$ cat src/rtl/hcu_pkg.sv
package hcu_pkg;

  // Younger slots cancelled by a hazard (fetch and decode).
  localparam int KILL_SLOTS = 2;

  typedef enum logic [1:0] {
    XF_NONE   = 2'd0,
    XF_BRANCH = 2'd1,
    XF_CALL   = 2'd2,
    XF_RETURN = 2'd3
  } xfer_e;

  typedef enum logic [1:0] {
    PC_STEP = 2'd0,
    PC_LOAD = 2'd1,
    PC_BACK = 2'd2
  } pc_cmd_e;

endpackage

$ cat src/rtl/hcu_fwd.sv
module hcu_fwd #(
  parameter int REG_AW = 3,
  parameter int NOPS   = 2
) (
  input  logic                           e_live,
  input  logic                           e_reg_we,
  input  logic [REG_AW-1:0]              e_dst,
  input  logic [NOPS-1:0][REG_AW-1:0]    src,
  output logic [NOPS-1:0]                fwd
);

  logic producer_ok;
  assign producer_ok = e_live & e_reg_we;

  // One comparator per ALU operand, no index is special.
  for (genvar i = 0; i < NOPS; i++) begin : g_op
    assign fwd[i] = producer_ok & (src[i] == e_dst);
  end

endmodule

$ cat src/rtl/hcu_hazard.sv
module hcu_hazard
  import hcu_pkg::*;
(
  input  logic       e_live,
  input  logic       delay_slot_mode,
  input  logic       e_flag_we,
  input  logic       e_ptr_upd,
  input  logic [1:0] e_xfer,
  input  logic       e_cond_true,
  output logic       squash,
  output pc_cmd_e    cmd
);

  logic taken;
  logic state_hz;

  assign taken    = e_live & (xfer_e'(e_xfer) != XF_NONE) & e_cond_true;
  assign state_hz = e_live & (e_flag_we | e_ptr_upd);

  always_comb begin
    cmd    = PC_STEP;
    squash = 1'b0;
    if (taken) begin
      // Transfer has priority over a flag/pointer hazard.
      cmd    = PC_LOAD;
      squash = ~delay_slot_mode;
    end else if (state_hz && !delay_slot_mode) begin
      cmd    = PC_BACK;
      squash = 1'b1;
    end
  end

endmodule

$ cat src/rtl/hcu_killchain.sv
module hcu_killchain #(
  parameter int DEPTH = 2
) (
  input  logic           clk,
  input  logic           rst_n,
  input  logic           squash,
  output logic [DEPTH:0] kill
);

  // mark_q[i] carries the cancel mark into slot i+1.
  logic [DEPTH-1:0] mark_q;
  logic [DEPTH-1:0] mark_d;

  for (genvar i = 0; i <= DEPTH; i++) begin : g_slot
    if (i == 0) begin : g_young
      assign kill[i] = squash;
    end else if (i < DEPTH) begin : g_mid
      assign kill[i] = squash | mark_q[i-1];
    end else begin : g_old
      assign kill[i] = mark_q[i-1];
    end
  end

  always_comb begin
    mark_d = kill[DEPTH-1:0];
  end

  always_ff @(posedge clk or negedge rst_n) begin
    if (!rst_n) begin
      mark_q <= '0;
    end else begin
      mark_q <= mark_d;
    end
  end

endmodule

$ cat src/rtl/hcu_ctrl.sv
module hcu_ctrl
  import hcu_pkg::*;
#(
  parameter int REG_AW = 3
) (
  input  logic              clk,
  input  logic              rst_n,
  input  logic              delay_slot_mode,
  input  logic [REG_AW-1:0] d_src_a,
  input  logic [REG_AW-1:0] d_src_b,
  input  logic              e_reg_we,
  input  logic [REG_AW-1:0] e_dst,
  input  logic              e_flag_we,
  input  logic              e_mem_we,
  input  logic              e_ptr_upd,
  input  logic [1:0]        e_xfer,
  input  logic              e_cond_true,
  output logic              fwd_a,
  output logic              fwd_b,
  output logic              kill_if,
  output logic              kill_de,
  output logic              kill_ex,
  output logic              ex_reg_we_o,
  output logic              ex_flag_we_o,
  output logic              ex_mem_we_o,
  output logic              ex_ptr_we_o,
  output logic [1:0]        pc_cmd
);

  localparam int NOPS = 2;

  logic [KILL_SLOTS:0]            kill;
  logic                           e_live;
  logic                           squash;
  pc_cmd_e                        cmd;
  logic [NOPS-1:0][REG_AW-1:0]    srcs;
  logic [NOPS-1:0]                fwd;

  assign e_live = ~kill[KILL_SLOTS];
  assign srcs   = {d_src_b, d_src_a};

  hcu_fwd #(.REG_AW(REG_AW), .NOPS(NOPS)) u_fwd (
    .e_live   (e_live),
    .e_reg_we (e_reg_we),
    .e_dst    (e_dst),
    .src      (srcs),
    .fwd      (fwd)
  );

  hcu_hazard u_hz (
    .e_live          (e_live),
    .delay_slot_mode (delay_slot_mode),
    .e_flag_we       (e_flag_we),
    .e_ptr_upd       (e_ptr_upd),
    .e_xfer          (e_xfer),
    .e_cond_true     (e_cond_true),
    .squash          (squash),
    .cmd             (cmd)
  );

  hcu_killchain #(.DEPTH(KILL_SLOTS)) u_kill (
    .clk    (clk),
    .rst_n  (rst_n),
    .squash (squash),
    .kill   (kill)
  );

  assign fwd_a        = fwd[0];
  assign fwd_b        = fwd[1];
  assign kill_if      = kill[0];
  assign kill_de      = kill[1];
  assign kill_ex      = kill[KILL_SLOTS];
  assign ex_reg_we_o  = e_reg_we  & e_live;
  assign ex_flag_we_o = e_flag_we & e_live;
  assign ex_mem_we_o  = e_mem_we  & e_live;
  assign ex_ptr_we_o  = e_ptr_upd & e_live;
  assign pc_cmd       = cmd;

endmodule

$ cat config.mk
export PLATFORM = sky130hd
export DESIGN_NAME = hcu_ctrl
export DESIGN_NICKNAME = d
export VERILOG_FILES = /design/src/rtl/hcu_pkg.sv /design/src/rtl/hcu_fwd.sv /design/src/rtl/hcu_hazard.sv /design/src/rtl/hcu_killchain.sv /design/src/rtl/hcu_ctrl.sv
export SDC_FILE = /design/constraint.sdc
export NUM_CORES = 1
export LEC_CHECK = 0
export ABC_AREA = 1
export BUFFER_PORTS_ARGS = -buffer_cell sky130_fd_sc_hd__buf_2
export CORE_AREA = 2 2 39 41
export CTS_BUF_LIST = sky130_fd_sc_hd__clkbuf_16
export DETAILED_ROUTE_END_ITERATION = 16
export DIE_AREA = 0 0 41 43
export PLACE_DENSITY = 0.61
export SETUP_SLACK_MARGIN = 0.3
export SYNTH_ARGS = -nofsm -noshare
export SYNTH_HDL_FRONTEND = slang
export SYNTH_SLANG_ARGS = --single-unit
$ cat constraint.sdc
create_clock -name clk -period 0.8 [get_ports clk]
set_input_delay 0 -clock clk [delete_from_list [all_inputs] [get_ports clk]]
set_output_delay 0 -clock clk [all_outputs]
set_load 0.03 [all_outputs]
After elaboration in Yosys (flattened, before gate mapping)
Index checks and enable logic that the tools add are counted.
{ "totals": {"in_bits": 19, "reg_bits": 2, "out_inout_bits": 11, "wordCells": 23} }
{ "classes": {"n_eq_ne": 2, "reduce_logical": 3, "muxes": 4, "n_bitwise": 13} }
{ "op_table": {"columns": ["cell", "n"], "rows": [
  ["$and 1x1->1", 9],
  ["$eq 3x3->1", 2],
  ["$mux 2", 2],
  ["$mux 1", 2],
  ["$not 1->1", 2],
  ["$or 1x1->1", 2],
  ["$reduce_bool 2->1", 1],
  ["$logic_and 1x1->1", 1],
  ["$logic_not 1->1", 1]
]} }

Logic depth before layout (Yosys ltp)
Gate-level depths: netlist (run 1).
{ "depth": {"ltp_word": 6, "ltp_mapped": 6, "ltp_nobuf": 6} }

Modules after synthesis
From an unflattened synthesis (run 1), not the netlist that was laid out.
{ "unflattened": {"cells_unflattened": 64, "hier_area_um2": 305.3} }
{ "by_module_without_submodules": {"columns": ["module", "seq_area_each_um2", "cells_each", "area_per_inst_um2", "n_inst"], "rows": [
  ["hcu_fwd", 0.0, 30, 117.6, 1],
  ["hcu_hazard", 0.0, 18, 77.6, 1],
  ["hcu_killchain", 50.0, 7, 76.3, 1],
  ["hcu_ctrl", 0.0, 9, 33.8, 1]
]} }

Worst setup path before layout (run 1)
No wires, ideal clock.
{ "synth_path": {"path_kind": "register to register", "startpoint": "register u_kill.mark_q[1]", "endpoint": "register u_kill.mark_q[1]", "synth_period_minus_slack_ns": 1.249, "path_stages_with_launch": 6, "t_arrival_ns": 1.045, "path_slack_ns": -0.449, "setup_ns": 0.204, "n_path_buf": 0, "cell_sequence": "dfrtp_1 -> nor2_1 -> nand2_1 -> nand2_1 -> nand2_1 -> nand2_1"} }
{ "synth_via": {"elab_chain_len": 6} }
{ "synth_rtl": {"columns": ["item", "line_no", "text"], "rows": [
  ["start, declared", "hcu_killchain.sv:11", "logic [DEPTH-1:0] mark_q;"],
  ["start signal, assigned", "hcu_killchain.sv:32", "mark_q <= mark_d;"],
  ["$not 1->1 *", "hcu_ctrl.sv:39", "assign e_live = ~kill[KILL_SLOTS];"],
  ["$and 1x1->1", "hcu_hazard.sv:18", "assign state_hz = e_live & (e_flag_we | e_ptr_upd);"],
  ["$logic_and 1x1->1", "hcu_hazard.sv:27", "end else if (state_hz && !delay_slot_mode) begin"],
  ["$mux 1", "hcu_hazard.sv:27", null],
  ["$mux 1 *", "hcu_hazard.sv:23", "if (taken) begin"],
  ["$or 1x1->1 *", "hcu_killchain.sv:18", "assign kill[i] = squash | mark_q[i-1];"],
  ["via kill_de", "hcu_ctrl.sv:21", "output logic kill_de,"]
]} }
Mark *: on every way through the listed nets, which the timed path passes. The rest lies on a longest branch.

Worst setup path after layout (run 1)
{ "layout_path": {"startpoint": "register u_kill.mark_q[1]", "endpoint": "output fwd_b"} }
{ "layout_via": {"elab_chain_len": 3} }
{ "layout_rtl": {"columns": ["item", "line_no", "text"], "rows": [
  ["$not 1->1", "hcu_ctrl.sv:39", null],
  ["$and 1x1->1", "hcu_fwd.sv:13", "assign producer_ok = e_live & e_reg_we;"],
  ["$and 1x1->1", "hcu_fwd.sv:17", "assign fwd[i] = producer_ok & (src[i] == e_dst);"],
  ["end, declared", "hcu_ctrl.sv:19", "output logic fwd_b,"]
]} }
Every way passes these cells.

==> metrics.yaml, run 1 <==
logic_synthesis:
  synth_fp_nets: 70
  synth.distinct_cells: 10
  yosys_warnings: 0
  synth_xor_area_frac: 0.0680
  synthTopCellsByArea: "inv_1 23%, nand2_1 20%, dfrtp_1 19%"
  yosysTopAreaCell: "inv_1"
  synth_top_area_share: 0.233
  yosys.area_share.simple: 0.427
  synth_top_family_by_area: "simple AND/OR/NAND/NOR gates"
  syn_area_per_cell_um2: 5.05
  ys_seq_area_frac: 0.194
  synth_fa_ha_area_frac: 0
  syn_area_um2: 258
  synth-seq-cells: 2
  synth_compound_area_frac: 0.0340
  synthMuxAreaShare: 0
  synth_cells: 51
timing:
  tightest_slew_ns: 0.208
  finalWorstSetupSlack_ns: -0.376
  fin_skew_ns: 0.00808
  slew-limit-headroom: 0.861
  fin_crit_sh: 1.47
  finalSetupViolCount: 13
  max_clock_freq_mhz: 850
  rsz0062_at_grt: "yes"
  min_period_ns: 1.18
  timing.hold.ws_ns: 0.0918
  hold_violations: 0
  finalMaxSlewViolations: 0
worst_hold_path:
  hp-class: "in -> async"
die:
  std_cell_rows: 14
  die_h_um: 43
  initial_core_util: 0.186
  fp.dieW_um: 41
  fp.dieArea_um2: 1760
  io_pins: 30
  coreArea_um2: 1380
layout:
  multi_input_area_um2: 226
  drive_gt1_frac: 0.670
  largest_reg_flops: 2
  final_common_cell: "buf_2"
  insertedDiodeCount: 0
  largest_register: "u_kill.mark_q"
  layout_common_cells: "18 x buf_2, 14 x inv_1, 13 x buf_6"
  syn2layout_area_growth_pct: 175
  nets: 108
  fillers: 143
  utilization: 0.513
  seq_area_um2: 51.3
  reg_top3: "u_kill.mark_q: 2 flops"
route:
  drc_errors: 0
  via_per_inst: 3.91
  drt_iter0_drc: 0
  vias: 407
  post_drt_wl_per_cell_um: 8.31
  drtPass1Iterations: 1
  antenna_left: 0
  wirelength_um: 864
cts:
  ctsRootBufferMaster: "clkbuf_16"
  cts_buffers: 3
  clock-sinks: 2
  insertion_delay_ns: 0.23
  cts_max_level: 1
  clkSlewWorstSetupHoldPaths_ns: 0.03
  clock_path_buffers: 2
  cts_tree: "yes"
pwr:
  ir_drop_v: 0.00218
  p_leak_nw: 0.404
  power.density_cell_area_nw_per_um2: 2140
  total_power_mw: 1.52
status:
  violations: "negative setup slack"
  outcome: "finished with violations"
placement:
  dp_hpwl_um: 584
  io_buffer_count: 29
  gp_congestion: 0.686
  place_ws_ns: -0.212
worst_setup_path:
  worstPathArrival_ns: 1.18
  cp_max_fo: 3
  path_class: "reg -> out"
  required_ns: 0.80
  cp-end-kind: "primary output"
  critPathLaunchType: "flop"
global_route:
  grt_pass1_vias: 372
  grt_antenna_before_repair: 0
  grt_use_total: 0.111
  grt_pass1_wl_um: 1340
  grt_start_max_net_pins: 5
  overflow: 0
job:
  cap_violations: 0
[what timing repair did]
| action | CTS | global route |
|---|---|---|
| endpoints found under the setup margin | 13 | 13 |
| resized for setup | 27 | 16 |
| buffers inserted | 3 | 0 |
| pin swaps | 4 | 1 |
| endpoints found under the hold margin | 2 | 0 |
| hold buffers | 1 | 0 |
[logic make-up (layout without fill, tap and decap cells)]
family                 after synthesis  in the layout
buffers and inverters               18             55
AND/OR/NAND/NOR                     28             28
XOR/XNOR                             2              2
AO/OA/AOI/OAI                        1              1
flip-flops                           2              2
[final cells by class]
type / instances / area share
timing repair buffer: 34 / 0.369
multi-input combinational: 31 / 0.319
clock buffer: 3 / 0.106
inverter: 17 / 0.101
sequential: 2 / 0.0723
tap: 16 / 0.0282
clock inverter: 1 / 0.00529
[path summary, 6_finish.rpt]
path | from | endpoint | slack, ns | depth (start not counted)
worst max-delay path | u_kill.mark_q[1]$_DFF_PN0_ | fwd_b | -0.38 | 6
worst min-delay path | rst_n | u_kill.mark_q[1]$_DFF_PN0_ | 0.09 | 2
worst max register to register | u_kill.mark_q[1]$_DFF_PN0_ | u_kill.mark_q[0]$_DFF_PN0_ | -0.16 | 6
worst min register to register | u_kill.mark_q[0]$_DFF_PN0_ | u_kill.mark_q[1]$_DFF_PN0_ | 0.47 | 2
max in group asynchronous | rst_n | u_kill.mark_q[1]$_DFF_PN0_ | 0.60 | 2
min in group clk | delay_slot_mode | u_kill.mark_q[1]$_DFF_PN0_ | 0.11 | 4
[where the power goes]
| group | switching (mW) | internal [mW] |
|---|---|---|
| combinational | 0.340 | 0.276 |
| clock | 0.130 | 0.644 |
| sequential | 0.0118 | 0.118 |
[Yosys cell counts]
| master | number |
|---|---|
| dfrtp_1 | 2 |
| buf_4 | 1 |
| nand3_1 | 2 |
| inv_2 | 1 |
| nand2_2 | 1 |
| nand2_1 | 14 |
| xnor2_1 | 2 |
| nor2_1 | 11 |
| inv_1 | 16 |
| o21ai_2 | 1 |
[per-layer routing]
| metal | vias to the layer above | global-route usage | routed length (um) |
|---|---|---|---|
| li1 | 211 | - | - |
| met1 | 178 | 0.109 | 268 |
| met2 | 18 | 0.184 | 499 |
| met3 | 0 | 0.0628 | 96 |
| met4 | 0 | 0.0400 | 0 |
| met5 | - | 0 | 0 |
[worst max-delay path, cell delays in order (launching register included)]
cell     delay, ns
dfrtp_2       0.41
inv_2         0.09
nand2_4       0.07
nor2_4        0.10
nand2_2       0.07
nor2_4        0.08
buf_6         0.13
[metrics by stage]
stage          TNS, ns  area [um^2]  cells
6_report         -3.71          709    104
4_1_cts          -3.62          659    104
5_1_grt          -4.31          709    104
2_1_floorplan    -1.72          300     51
3_5_place_dp    -0.969          462     96
3_3_place_gp    -0.920          462     96
Note: power is estimated with default switching activity, not from simulation.
==> inputs of run 2 (changes only) <==
Settings changed: ABC_AREA 1 to unset, ABC_CLOCK_PERIOD_IN_PS set to 800, PLACE_DENSITY 0.61 to 0.59.
==> run 2 against run 1 <==
  * The flow still finishes with violations (negative setup slack)
  * Cell area decreased by 6.2%
  * Combinational power increased by 13%
  * Sequential share of layout area increased by 0.48 points
  * Die area unchanged
  * Critical path type unchanged
  * Critical endpoint is now kill_if
  * Highest routed layer is now met4
==> metrics.yaml, run 2 <==
status:
  outcome: "finished with violations"  # unchanged
  violations: "negative setup slack"  # unchanged
timing:
  rsz0062_at_grt: "yes"  # unchanged
  timing.hold.ws_ns: 0.111  # was 0.0918 ns
  finalMaxSlewViolations: 0  # unchanged
  hold_violations: 0  # unchanged
  finalSetupViolCount: 13  # unchanged
  tightest_slew_ns: 0.275  # was 0.208 ns
  finalWorstSetupSlack_ns: -0.446  # was -0.376 ns
  slew-limit-headroom: 0.816  # was 0.861
  min_period_ns: 1.25  # was 1.18 ns
  fin_crit_sh: 1.56  # was 1.47
  max_clock_freq_mhz: 802  # was 850 MHz
  fin_skew_ns: 0.00283  # was 0.00808 ns
job:
  cap_violations: 0  # unchanged
pwr:
  p_leak_nw: 0.327  # was 0.404 nW
  power.density_cell_area_nw_per_um2: 2400  # was 2140 nW/um^2
  ir_drop_v: 0.00139  # was 0.00218 V
  total_power_mw: 1.60  # was 1.52 mW
logic_synthesis:
  synth_top_area_share: 0.231  # was 0.233
  yosysTopAreaCell: "xor2_1"  # was inv_1
  synth_commonest_cells: "6 x xor2_1, 3 x and2b_1, 2 x dfrtp_1, 2 x inv_2, 2 x nor4_1"  # was 16 x inv_1, 14 x nand2_1, 11 x nor2_1
  yosys_warnings: 0  # unchanged
  synth.distinct_cells: 14  # was 10
  yosysMostFrequentCell: "xor2_1"  # was inv_1
  synth-main-ff-cell: "dfrtp_1"  # unchanged
  synth_edf_count: 0  # unchanged
  ys_seq_area_frac: 0.220  # was 0.194
  syn_area_um2: 228  # was 258 um^2
  synth_fp_nets: 43  # was 70
  synthArstFlopShare: 1.00  # unchanged
  syn_area_per_cell_um2: 9.49  # was 5.05 um^2
  synthTopCellsByArea: "xor2_1 23%, dfrtp_1 22%, and2b_1 9.9%"  # was inv_1 23%, nand2_1 20%, dfrtp_1 19%
  synth-seq-cells: 2  # unchanged
  synth_cells: 24  # was 51
route:
  via_per_inst: 4.15  # was 3.91
  antenna_left: 0  # unchanged
  wirelength_um: 838  # was 864 um
  drtPass1Iterations: 2  # was 1
  vias: 324  # was 407
  post_drt_wl_per_cell_um: 10.7  # was 8.31 um
  drc_errors: 0  # unchanged
  drt_iter0_drc: 1  # was 0
worst_setup_path:
  ff2ff_path_depth: 4  # was 6
  cp-end-kind: "primary output"  # unchanged
  required_ns: 0.80  # about the same
  cp_max_fo: 3  # unchanged
  worstPathArrival_ns: 1.25  # was 1.18 ns
  r2r-start: "u_kill.mark_q[1]$_DFF_PN0_"  # unchanged
  regToRegEndpoint: "u_kill.mark_q[0]$_DFF_PN0_"  # unchanged
  critPathLaunchType: "flop"  # unchanged
  startpoint: "u_kill.mark_q[1]$_DFF_PN0_"  # unchanged
  path_class: "reg -> out"  # unchanged
  regToRegSetupSlack_ns: -0.26  # was -0.16 ns
  crit_end: "kill_if"  # was fwd_b
layout:
  nets: 82  # was 108
  seq_area_um2: 51.3  # unchanged
  final_common_cell: "buf_2"  # unchanged
  design_area_um2: 666  # was 709 um^2
  syn2layout_area_growth_pct: 192  # was 175%
  largest_register: "u_kill.mark_q"  # unchanged
  final_cells: 78  # was 104
  layout_common_cells: "18 x buf_2, 11 x buf_6, 6 x xor2_1"  # was 18 x buf_2, 14 x inv_1, 13 x buf_6
  multi_input_area_um2: 238  # was 226 um^2
  largest_reg_flops: 2  # unchanged
  reg_top3: "u_kill.mark_q: 2 flops"  # unchanged
  drive_gt1_frac: 0.855  # was 0.670
  insertedDiodeCount: 0  # unchanged
  fillers: 128  # was 143
cts:
  cts_buffers: 3  # unchanged
  clock-sinks: 2  # unchanged
  cts_tree: "yes"  # unchanged
  cts_max_level: 1  # unchanged
  insertion_delay_ns: 0.22  # was 0.23 ns
  clock_path_buffers: 2  # unchanged
  clkSlewWorstSetupHoldPaths_ns: 0.03  # about the same
  ctsRootBufferMaster: "clkbuf_16"  # unchanged
die:
  fp.dieW_um: 41  # unchanged
  initial_core_util: 0.165  # was 0.186
  coreArea_um2: 1380  # unchanged
  std_cell_rows: 14  # unchanged
  io_pins: 30  # unchanged
  fp.dieArea_um2: 1760  # unchanged
  die_h_um: 43  # unchanged
placement:
  dp_hpwl_um: 617  # was 584 um
  io_buffer_count: 29  # unchanged
  place_area_um2: 500  # was 462 um^2
  gp_congestion: 0.614  # was 0.686
  placedCellCount: 72  # was 96
worst_hold_path:
  hp-class: "in -> async"  # unchanged
global_route:
  overflow: 0  # unchanged
  grt_use_total: 0.116  # was 0.111
  grt_antenna_before_repair: 0  # unchanged
  grt_pass1_wl_um: 1280  # was 1340 um
  grt_start_max_net_pins: 5  # unchanged
  grt_pass1_vias: 328  # was 372
-- run 2: cell families (layout without fill, tap and decap cells) --
logic type / after synthesis / in the layout / synth area share
XOR/XNOR: 6 / 6 / 0.231
AND/OR/NAND/NOR: 7 / 7 / 0.225
AO/OA/AOI/OAI: 5 / 5 / 0.242
buffers and inverters: 4 / 42 / 0.0824
flip-flops: 2 / 2 / 0.220
-- run 2: critical path: stages (launching register included) --
cell,delay (ns)
dfrtp_2,0.40
o21bai_4,0.18
buf_4,0.15
a21oi_4,0.14
buf_6,0.15
-- run 2: how the worst min path moves through the flow --
stage                from                    endpoint  slack [ns]  depth (start not counted)
global placement    rst_n  u_kill.mark_q[0]$_DFF_PN0_       -0.21                          1
global route        rst_n  u_kill.mark_q[1]$_DFF_PN0_        0.12                          2
detailed placement  rst_n  u_kill.mark_q[0]$_DFF_PN0_       -0.21                          1
finish              rst_n  u_kill.mark_q[1]$_DFF_PN0_        0.11                          2
floorplan           rst_n  u_kill.mark_q[0]$_DFF_PN0_       -0.30                          0
CTS                 rst_n  u_kill.mark_q[1]$_DFF_PN0_        0.11                          2
-- run 2: report_power, final --
group | leakage (nW) | switching (mW) | internal, mW
Combinational | 0.261 | 0.361 | 0.336
Sequential | 0.0236 | 0.0107 | 0.121
Clock | 0.0423 | 0.123 | 0.643
Total | 0.327 | 0.495 | 1.10
-- run 2: through the flow --
| step | utilization | worst slack (ns) | TNS [ns] |
|---|---|---|---|
| 2_1_floorplan | - | -0.339 | -1.96 |
| 3_3_place_gp | 0.362 | -0.245 | -1.76 |
| 3_5_place_dp | 0.362 | -0.253 | -1.77 |
| 4_1_cts | 0.467 | -0.436 | -3.89 |
| 5_1_grt | 0.481 | -0.475 | -4.45 |
| 6_report | 0.481 | -0.446 | -3.93 |
-- run 2: routing by layer --
layer / vias up / wire [um] / track usage / part of all wire
met5: - / 0 / 0 / 0
met2: 31 / 458 / 0.184 / 0.55
met3: 4 / 105 / 0.0419 / 0.13
met4: 0 / 34 / 0.120 / 0.041
met1: 135 / 239 / 0.0997 / 0.29
li1: 154 / - / - / -
-- run 2: what timing repair did --
action	CTS	global route
gates resized for setup	19	3
buffers inserted	0	1
setup endpoints to repair	13	13
hold buffers	1	0
hold endpoints to repair	2	0
-- run 2: layout make-up --
type / count / share of cell area
clock buffer: 3 / 0.113
clock inverter: 1 / 0.00564
inverter: 3 / 0.0244
multi-input combinational: 18 / 0.357
sequential: 2 / 0.0771
tap: 16 / 0.0301
timing repair buffer: 35 / 0.393
==> inputs of run 3 (changes only) <==
Settings changed: MAX_ROUTING_LAYER set to met4.
==> run 3 against run 2 <==
  * The run still ends with negative setup slack left
  * Worst hold slack is the same
  * Sequential share of layout area is the same
  * Clock skew is the same
  * Critical path depth is the same
  * First-iteration DRC count is the same
  * Global-route usage grew 0.29 points
  * Combinational power is essentially flat
  * Via count is the same
  * Flip-flop and latch count is the same
  * Non-clock buffer count is the same
  * Clock-buffer cell count is the same
  * Critical endpoint unchanged
  * Largest power group unchanged
  * Highest routed layer unchanged
==> metrics.yaml, run 3 (synthesized netlist as in run 2, its figures left out) <==
status:
  outcome: "finished with violations"  # unchanged
  violations: "negative setup slack"  # unchanged
worst_hold_path:
  hp-class: "in -> async"  # unchanged
timing:
  fin_skew_ns: 0.00283  # unchanged
  fin_crit_sh: 1.56  # unchanged
  min_period_ns: 1.25  # unchanged
  finalMaxSlewViolations: 0  # unchanged
  rsz0062_at_grt: "yes"  # unchanged
  max_clock_freq_mhz: 802  # unchanged
  finalSetupViolCount: 13  # unchanged
  finalWorstSetupSlack_ns: -0.446  # unchanged
  hold_violations: 0  # unchanged
  slew-limit-headroom: 0.816  # unchanged
  tightest_slew_ns: 0.275  # unchanged
pwr:
  total_power_mw: 1.60  # about the same
  power.density_cell_area_nw_per_um2: 2400  # about the same
  p_leak_nw: 0.327  # unchanged
  ir_drop_v: 0.00139  # about the same
worst_setup_path:
  cp-end-kind: "primary output"  # unchanged
  cp_max_fo: 3  # unchanged
  slowest_delay_ns: 0.40  # about the same
  startpoint: "u_kill.mark_q[1]$_DFF_PN0_"  # unchanged
  path_class: "reg -> out"  # unchanged
  critPathLaunchType: "flop"  # unchanged
  worstPathArrival_ns: 1.25  # about the same
  r2r-start: "u_kill.mark_q[1]$_DFF_PN0_"  # unchanged
  crit_path_cell_trace: "o21bai_4, buf_4, a21oi_4, buf_6"  # unchanged
  crit_slowest_cell: "dfrtp_2"  # unchanged
  required_ns: 0.80  # about the same
die:
  std_cell_rows: 14  # unchanged
  die_h_um: 43  # unchanged
  fp.dieW_um: 41  # unchanged
  io_pins: 30  # unchanged
  initial_core_util: 0.165  # unchanged
  coreArea_um2: 1380  # unchanged
  fp.dieArea_um2: 1760  # unchanged
layout:
  largest_reg_flops: 2  # unchanged
  final_common_cell: "buf_2"  # unchanged
  insertedDiodeCount: 0  # unchanged
  largest_register: "u_kill.mark_q"  # unchanged
  layout_common_cells: "18 x buf_2, 11 x buf_6, 6 x xor2_1"  # unchanged
  reg_top3: "u_kill.mark_q: 2 flops"  # unchanged
  nets: 82  # unchanged
  design_area_um2: 666  # unchanged
  drive_gt1_frac: 0.855  # unchanged
  syn2layout_area_growth_pct: 192  # unchanged
route:
  wirelength_um: 838  # unchanged
  drtPass1Iterations: 2  # unchanged
  vias: 324  # unchanged
  via_per_inst: 4.15  # unchanged
  antenna_left: 0  # unchanged
  drt_iter0_drc: 1  # unchanged
  drc_errors: 0  # unchanged
  post_drt_wl_per_cell_um: 10.7  # unchanged
cts:
  clkSlewWorstSetupHoldPaths_ns: 0.03  # about the same
  clock-sinks: 2  # unchanged
  cts_max_level: 1  # unchanged
  ctsRootBufferMaster: "clkbuf_16"  # unchanged
  clock_path_buffers: 2  # unchanged
  insertion_delay_ns: 0.22  # about the same
  cts_tree: "yes"  # unchanged
  cts_buffers: 3  # unchanged
global_route:
  grt_antenna_before_repair: 0  # unchanged
  grt_pass1_vias: 328  # unchanged
  grt_start_max_net_pins: 5  # unchanged
  grt_pass1_wl_um: 1280  # unchanged
  grt_use_total: 0.119  # was 0.116
  overflow: 0  # unchanged
placement:
  place_ws_ns: -0.253  # unchanged
  gp_congestion: 0.618  # was 0.614
  io_buffer_count: 29  # unchanged
  dp_hpwl_um: 617  # unchanged
  place_area_um2: 500  # unchanged
job:
  cap_violations: 0  # unchanged
-- run 3: cell counts in the layout (fill, tap and decap cells not counted) --
No cell type changed its count.
-- run 3: repair_timing --
item / in CTS / in global routing
resized for setup: 19 / 3
setup buffers: 0 / 1
hold endpoints to repair: 2 / 0
hold buffers: 1 / 0
setup endpoints to repair: 13 / 13
-- run 3: layout make-up --
cell class / count / area [um^2]
well taps: 16 / 20.0
inverters: 3 / 16.3
fillers: 128 / 718
clock buffers: 3 / 75.1
clock inverters: 1 / 3.75
flip-flops and latches: 2 / 51.3
repair buffers: 35 / 262
multi-input cells: 18 / 238
-- run 3: through the flow --
step / TNS [ns] / cells / utilization / hold WS, ns
after floorplan: -1.96 / 24 / - / -0.296
after global placement: -1.76 / 72 / 0.362 / -0.213
after detailed placement: -1.77 / 72 / 0.362 / -0.213
after CTS: -3.89 / 77 / 0.467 / 0.106
after global routing: -4.45 / 78 / 0.481 / 0.116
final: -3.93 / 78 / 0.481 / 0.111
-- run 3: final timing paths --
kind	endpoint	slack [ns]	depth (start not counted)
max	kill_if	-0.45	4
max reg2reg	u_kill.mark_q[0]$_DFF_PN0_	-0.26	4
min reg2reg	u_kill.mark_q[1]$_DFF_PN0_	0.65	3
min	u_kill.mark_q[1]$_DFF_PN0_	0.11	2
min in group clk	u_kill.mark_q[0]$_DFF_PN0_	0.20	3
max in group asynchronous	u_kill.mark_q[1]$_DFF_PN0_	0.58	2
-- run 3: critical path: cells and delay by family, from the launching register on --
kind	cells	cell delay (ns)
flip-flops	1	0.40
buffers and inverters	2	0.30
AO/OA/AOI/OAI	2	0.32
-- run 3: routing by layer --
metal | vias up | share of wire | track usage | routed length [um]
met5 | - | 0 | - | 0
met4 | 0 | 0.041 | 0.120 | 34
met3 | 4 | 0.12 | 0.0314 | 101
met2 | 31 | 0.55 | 0.184 | 457
met1 | 135 | 0.29 | 0.106 | 244
li1 | 154 | - | - | -
-- run 3: power by group --
part           internal (mW)  switching, mW
sequential             0.121         0.0107
clock                  0.643          0.123
combinational          0.336          0.361
total                   1.10          0.495
